==> src/rtl/arb_pkg.sv <==
package arb_pkg;

  // Description of the bus cycle the core wants next.
  typedef struct packed {
    logic pend;    // a cycle is waiting
    logic locked;  // cycle is part of an atomic sequence
    logic last;    // final cycle of that sequence
  } core_req_t;

  // Whether a locked cycle keeps the bus for a follower.
  function automatic logic keeps_bus(input core_req_t r);
    return r.locked && !r.last;
  endfunction

endpackage

==> src/rtl/arb_req_ctl.sv <==
module arb_req_ctl
  import arb_pkg::*;
(
  input  logic      clk,
  input  logic      rst,
  input  core_req_t creq_i,
  input  logic      grant_n_i,
  input  logic      cyc_done_i,
  input  logic      bus_lock_n_i,
  output logic      req_n_o,
  output logic      start_o,
  output logic      start_nx_o,
  output logic      busy_o,
  output logic      busy_nx_o
);

  logic busy_q;
  logic bus_free;
  logic req_n_nx;

  // The bus is free for a new own cycle when nothing of ours is active,
  // or when our active cycle ends at this very edge.
  assign bus_free = !busy_q || cyc_done_i;

  // Core inputs are disregarded during a start clock.
  assign start_nx_o = !req_n_o && !grant_n_i && creq_i.pend && !start_o && bus_free;

  assign busy_nx_o = start_nx_o || (busy_q && !cyc_done_i);

  always_comb begin
    if (start_nx_o) begin
      req_n_nx = !keeps_bus(creq_i);
    end else if (start_o) begin
      req_n_nx = req_n_o;
    end else begin
      req_n_nx = !creq_i.pend;
    end
  end

  always_ff @(posedge clk) begin
    if (rst) begin
      req_n_o <= 1'b1;
      start_o <= 1'b0;
      busy_q  <= 1'b0;
    end else begin
      req_n_o <= req_n_nx;
      start_o <= start_nx_o;
      busy_q  <= busy_nx_o;
    end
  end

  assign busy_o = busy_q;

  // a start is always preceded by a request, a grant and a pending cycle
  assert_start_qualified_R3: assert property (@(posedge clk) disable iff (rst)
    start_o |-> $past(!req_n_o && !grant_n_i && creq_i.pend));

  // the start pulse lasts one clock
  assert_start_single_R3: assert property (@(posedge clk) disable iff (rst)
    start_o |=> !start_o);

  // no pending cycle or no grant means no start
  assert_idle_no_start_R4: assert property (@(posedge clk) disable iff (rst)
    (!creq_i.pend || grant_n_i) |=> !start_o);

  // request released when the started cycle does not hold the bus
  assert_req_released_R5: assert property (@(posedge clk) disable iff (rst)
    (start_o && !$past(keeps_bus(creq_i))) |-> req_n_o);

  // request kept low across a locked hand-over
  assert_req_held_R6: assert property (@(posedge clk) disable iff (rst)
    (start_o && $past(keeps_bus(creq_i))) |-> !req_n_o);

  // a foreign lock does not block a granted start
  assert_foreign_lock_ignored_R10: assert property (@(posedge clk) disable iff (rst)
    (!bus_lock_n_i && !req_n_o && !grant_n_i && creq_i.pend && !start_o && bus_free)
      |=> start_o);

endmodule

==> src/rtl/arb_lock_ctl.sv <==
module arb_lock_ctl (
  input  logic clk,
  input  logic rst,
  input  logic start_nx_i,
  input  logic busy_i,
  input  logic busy_nx_i,
  input  logic locked_i,
  input  logic last_i,
  input  logic cyc_done_i,
  input  logic grant_n_i,
  output logic lock_n_o,
  output logic lock_oe_o
);

  logic seq_q, seq_nx;
  logic last_q, last_nx;
  logic oe_nx;

  always_comb begin
    seq_nx = seq_q;
    if (cyc_done_i && busy_i && last_q) begin
      seq_nx = 1'b0;
    end
    if (start_nx_i) begin
      seq_nx = locked_i;
    end
  end

  assign last_nx = start_nx_i ? (locked_i && last_i) : last_q;

  // Ownership: an active own cycle, or a locked sequence still granted.
  assign oe_nx = busy_nx_i || (seq_nx && !grant_n_i);

  always_ff @(posedge clk) begin
    if (rst) begin
      seq_q     <= 1'b0;
      last_q    <= 1'b0;
      lock_oe_o <= 1'b0;
      lock_n_o  <= 1'b1;
    end else begin
      seq_q     <= seq_nx;
      last_q    <= last_nx;
      lock_oe_o <= oe_nx;
      lock_n_o  <= !(seq_nx && oe_nx);
    end
  end

  // lock level parked high when not driving
  assert_parked_high_R9: assert property (@(posedge clk) disable iff (rst)
    !lock_oe_o |-> lock_n_o);

  // a locked start pulls the lock low in the start clock
  assert_lock_on_locked_start_R7: assert property (@(posedge clk) disable iff (rst)
    (start_nx_i && locked_i) |=> (!lock_n_o && lock_oe_o));

  // lock released after the final locked cycle ends with nothing new
  assert_lock_release_R7: assert property (@(posedge clk) disable iff (rst)
    (cyc_done_i && busy_i && last_q && !start_nx_i) |=> lock_n_o);

endmodule

==> src/rtl/cpu_bus_arb_if.sv <==
module cpu_bus_arb_if
  import arb_pkg::*;
(
  input  logic clk,
  input  logic rst,
  input  logic cyc_pend_i,
  input  logic cyc_locked_i,
  input  logic cyc_last_i,
  input  logic cyc_done_i,
  input  logic grant_n_i,
  input  logic bus_lock_n_i,
  output logic req_n_o,
  output logic lock_n_o,
  output logic lock_oe_o,
  output logic start_o
);

  core_req_t creq;
  logic      start_nx;
  logic      busy;
  logic      busy_nx;

  assign creq.pend   = cyc_pend_i;
  assign creq.locked = cyc_locked_i;
  assign creq.last   = cyc_last_i;

  arb_req_ctl u_req (
    .clk          (clk),
    .rst          (rst),
    .creq_i       (creq),
    .grant_n_i    (grant_n_i),
    .cyc_done_i   (cyc_done_i),
    .bus_lock_n_i (bus_lock_n_i),
    .req_n_o      (req_n_o),
    .start_o      (start_o),
    .start_nx_o   (start_nx),
    .busy_o       (busy),
    .busy_nx_o    (busy_nx)
  );

  arb_lock_ctl u_lock (
    .clk        (clk),
    .rst        (rst),
    .start_nx_i (start_nx),
    .busy_i     (busy),
    .busy_nx_i  (busy_nx),
    .locked_i   (cyc_locked_i),
    .last_i     (cyc_last_i),
    .cyc_done_i (cyc_done_i),
    .grant_n_i  (grant_n_i),
    .lock_n_o   (lock_n_o),
    .lock_oe_o  (lock_oe_o)
  );

  // every own cycle drives the lock line in its start clock
  assert_own_cycle_driven_R8: assert property (@(posedge clk) disable iff (rst)
    start_o |-> lock_oe_o);

  // an unlocked start leaves the lock released
  assert_unlocked_start_high_R8: assert property (@(posedge clk) disable iff (rst)
    (start_o && !$past(cyc_locked_i)) |-> lock_n_o);

endmodule

==> config.mk <==
export PLATFORM = sky130hd
export DESIGN_NAME = cpu_bus_arb_if
export DESIGN_NICKNAME = d
export VERILOG_FILES = /design/src/rtl/arb_pkg.sv /design/src/rtl/arb_req_ctl.sv /design/src/rtl/arb_lock_ctl.sv /design/src/rtl/cpu_bus_arb_if.sv
export SDC_FILE = /design/constraint.sdc
export NUM_CORES = 1
export LEC_CHECK = 0
export ABC_AREA = 1
export BUFFER_PORTS_ARGS = -buffer_cell sky130_fd_sc_hd__buf_2
export CAP_MARGIN = 20
export CORE_AREA = 2 2 39 41
export CTS_BUF_LIST = sky130_fd_sc_hd__clkbuf_8
export DETAILED_ROUTE_END_ITERATION = 16
export DIE_AREA = 0 0 41 43
export GPL_ROUTABILITY_DRIVEN = 0
export SYNTH_ARGS = -nofsm -noshare
export SYNTH_HDL_FRONTEND = slang
export SYNTH_SLANG_ARGS = --single-unit
==> constraint.sdc <==
create_clock -name clk -period 2.3 [get_ports clk]
set_input_delay 0.23 -clock clk [delete_from_list [all_inputs] [get_ports clk]]
set_output_delay 0.23 -clock clk [all_outputs]
set_load 0.02 [all_outputs]
-- After elaboration in Yosys (flattened, before gate mapping)
Cells that the tools add are included.
- multiplexer cells: 4
- reduce and logical (&&, ||, !) cells: 23
- eq/ne operators: 1
- operators by type and width (operator ; count):
    $logic_and A1 B1 Y1 ; 11
    $logic_not A1 Y1 ; 9
    $mux W1 ; 4
    $logic_or A1 B1 Y1 ; 3
    $ne A2 B1 Y1 const B ; 1
- bits in registers: 7

-- Longest topological paths before layout
- word-level depth: 10
- mapped depth: 8
- mapped depth without buffers: 8

-- Cells and area by module
From an unflattened synthesis, not the netlist that was laid out.
- cells, all modules: 43
- area total of the unflattened synthesis: 310.3 µm²
- modules (own cells, without submodules) (module ; area each (µm²) ; sequential area each (µm²) ; cells an instance ; instances):
    arb_lock_ctl ; 160.2 ; 80.1 ; 21 ; 1
    arb_req_ctl ; 150.1 ; 60.1 ; 22 ; 1

-- Worst setup path after synthesis
OpenSTA, ideal clock, no wires.
- path type: register to register
- start point: register u_req.start_o
- end point: register u_lock.lock_n_o
- buffers on the path: 0
- arrival time: 920 ps
- path slack: 1266 ps
- period minus slack after synthesis: 1034 ps
- stages on the path, launching flop included: 8
- cell sequence: dfxtp_1 -> nor2_4 -> nand3_2 -> nand2_2 -> nand2_1 -> nand2_2 -> nand2_1 -> nand2_1
- word-level cells in the longest chain between the ends: 8
- elaborated cells between the ends (all ways): 9
- RTL lines (element ; RTL line ; RTL):
    start: declaration ; arb_req_ctl.sv:11 ; output logic start_o,
    start signal: assignment ; arb_req_ctl.sv:47 ; start_o <= start_nx_o;
    $logic_not A1 Y1 * ; arb_req_ctl.sv:26 ; assign start_nx_o = !req_n_o && !grant_n_i && creq_i.pend && !start_o && bus_free;
    $logic_and A1 B1 Y1 * (2 in a row) ; arb_req_ctl.sv:26 ;
    $mux W1 ; arb_lock_ctl.sv:24 ; if (start_nx_i) begin
    $logic_and A1 B1 Y1 ; arb_lock_ctl.sv:32 ; assign oe_nx = busy_nx_i || (seq_nx && !grant_n_i);
    $logic_or A1 B1 Y1 ; arb_lock_ctl.sv:32 ;
    $logic_and A1 B1 Y1 * ; arb_lock_ctl.sv:44 ; lock_n_o <= !(seq_nx && oe_nx);
    $logic_not A1 Y1 * ; arb_lock_ctl.sv:44 ;
    end signal: assignment ; arb_lock_ctl.sv:44 ;
    end: declaration ; arb_lock_ctl.sv:11 ; output logic lock_n_o,
Mark *: on every way between the ends. The rest lies on a longest branch, timed or not.
A chain may end at the register's enable or synchronous reset.

-- Final worst setup path
- start point: register u_req.start_o
- end point: output port start_o
- RTL lines (element ; RTL line ; RTL):
    end: declaration ; cpu_bus_arb_if.sv:15 ; output logic start_o
No word-level cell between the ends.

==> reports/results.ini <==
[outcome]
status=complete, no violations

[cells_and_area]
syn_to_final_growth_pct=36.8
multi_input_area_um2=146
drive_above_1_share_pct=38.9
nets=63
seqCellArea_um2=140
fin_cells=70
antenna_cells=0
fillers=161

[logic_synthesis]
synth_warnings=0
ys_top_cells_by_area=dfxtp_1 (45%), nand2_1 (9.6%), inv_1 (8.4%)
synth_top_cell_by_area=dfxtp_1
yosysTopAreaCellShare_pct=44.8
avgSynthCellArea_um2=7.82
synthCells=40
ys_ff_latch=7
synth.distinct_cells=12
syn_area_um2=313
syn-num-nets=48
synth-seq-area-share_pct=44.8

[timing]
worst_pin_slew_ns=0.191
postLayoutSetupSlackWorst_ns=1.24
setup_tns_ns=0
slew_violations=0
fmax_ghz=0.943
fin_crit_sh_pct=46.1
final.min_clock_period_ns=1.06
setup_violations=0
skew_ns=0.00453
rsz0062_at_grt=no
hold_viol=0
slew_headroom_pct=87.2

[detailed_routing]
via_per_inst=4.01
totalWireLength_um=579
antenna_left=0
dr.first_iter.drc_count=2
first_pass_iters=2
drc=0
num_vias=281
wl_per_cell_um=8.27

[flow_run]
cap_violations=0

[placed_design]
place_inst=66
pre_cts_ws_ns=1.27
portBuffers=10
hpwl_um=458

[cts]
post_cts_buffers=0
clock_latency_ns=0.23
htree_levels=1
cts-root-buf=clkbuf_8
clockBufferDepth=2
post_cts_resized=0
cts_tree=yes
clk_pin_slew_ns=0.04
numCtsBuffers=3
cts_hold_buf=0
cts_sinks=7

[worst_setup_path]
reg2reg_setup_slack_ns=1.28
cp_slowest_cell=dfxtp_1
crit_type=flop to output pin
start_kind=flop
r2r-start=u_req.start_o
cpLargestDelayFamily=flip-flops
required_ns=2.07
max_stage_delay_ns=0.41
path_buf_inv=1
reg2regPathDepth=6
critPathMaxFanout=4
rr_endpoint=u_lock.lock_oe_o
crit_path_end_kind=output pin
crit_chain=buf_2
worst_ep_arrival_time_ns=0.83

[die]
coreArea_um2=1380
die_h_um=43
die_w_um=41
io_pins=12
rows=14
initial_utilization_pct=22.6
die_area_um2=1760

[power_and_ir_drop]
p_leak_nw=0.228
ir_drop_v=0.000310
powerDensity_nw_per_um2=751
finalPower_mw=0.321

[worst_hold_path]
hold_depth=2
hp-start=rst
worstHoldPathType=primary input to flop
worstHoldEndpoint=u_lock.last_q

[global_routing]
antenna_found_initial=0
gr-usage-all-layers_pct=8.47
grt_pass1_wl_um=945
grt_pass1_vias=236
gr-total-overflow=0
grt_max_degree=7

==> registers in the layout (all words and copies together) (netlist names) <==
| register | count |
|---|---|
| u_lock.last_q | 1 |
| u_lock.lock_n_o | 1 |
| u_lock.lock_oe_o | 1 |
| u_lock.seq_q | 1 |
| u_req.busy_o | 1 |
| u_req.req_n_o | 1 |
| u_req.start_o | 1 |
==> synthesized netlist by cell type, drive strengths merged <==
cell and count:
a21oi 4, dfxtp 7, inv 7, nand2 11
nand3 2, nand4 1, nor2 7, o21ai 1
==> per-layer routing <==
metal | vias up | GRT usage (%) | share of wire, %
met5 | - | 0 | 0
met3 | 0 | 3.66 | 5.7
met2 | 10 | 10.3 | 48
met4 | 0 | 8.00 | 0
met1 | 122 | 10.4 | 46
li1 | 149 | - | -
==> metrics by stage <==
| stage | utilization, % | hold WS [ns] | instance area [um^2] |
|---|---|---|---|
| 2_1_floorplan | - | 0.298 | 313 |
| 3_3_place_gp | 27.7 | 0.458 | 383 |
| 3_5_place_dp | 27.7 | 0.461 | 383 |
| 4_1_cts | 30.9 | 0.253 | 428 |
| 5_1_grt | 30.9 | 0.261 | 428 |
| 6_report | 30.9 | 0.254 | 428 |
==> area by class of cell <==
type,count,area share [%]
multi-input combinational,26,34.2
sequential,7,32.7
timing repair buffer,10,11.7
clock buffer,3,9.65
inverter,7,6.14
tap,16,4.68
clock inverter,1,0.877
==> worst register-to-register path: cells and delay by family (launching register included) <==
family          cells  cell delay (ns)
compound gates      1             0.05
flops               1             0.35
simple gates        5             0.51
==> cells by family (layout without fill, tap and decap cells) <==
| logic type | Yosys count | count (layout) | share of synthesized area, % |
|---|---|---|---|
| AO/OA/AOI/OAI | 5 | 5 | 9.20 |
| buffers and inverters | 7 | 21 | 8.40 |
| flip-flops | 7 | 7 | 44.8 |
| AND/OR/NAND/NOR | 21 | 21 | 37.6 |
==> power breakdown <==
group	switching (mW)	internal (mW)
registers	0.00236	0.125
clock network	0.0516	0.115
logic	0.0162	0.0107
total	0.0702	0.251
==> worst max path at each step <==
stage	start	to	slack, ns	cells after the start
after floorplan	u_req.start_o	u_lock.lock_n_o	1.27	7
after global placement	u_req.start_o	u_lock.lock_oe_o	1.28	6
after detailed placement	u_req.start_o	u_lock.lock_oe_o	1.27	6
after CTS	u_req.start_o	start_o	1.23	1
after global routing	u_req.start_o	u_lock.lock_oe_o	1.18	6
final	u_req.start_o	start_o	1.24	1
==> placed cells by master (no fill, tap or decap) <==
cell      synthesis  final
nor2_1            5      5
o21ai_1           1      1
buf_2             0     10
nand2_1           8      8
a21oi_2           1      1
nand3_2           1      1
clkbuf_8          0      3
nand2_2           3      3
a21oi_1           3      3
dfxtp_1           7      7
nand4_2           1      1
inv_1             7      8
nand3_1           1      1
nor2_4            2      2
Power figures use the tool's default switching activity.
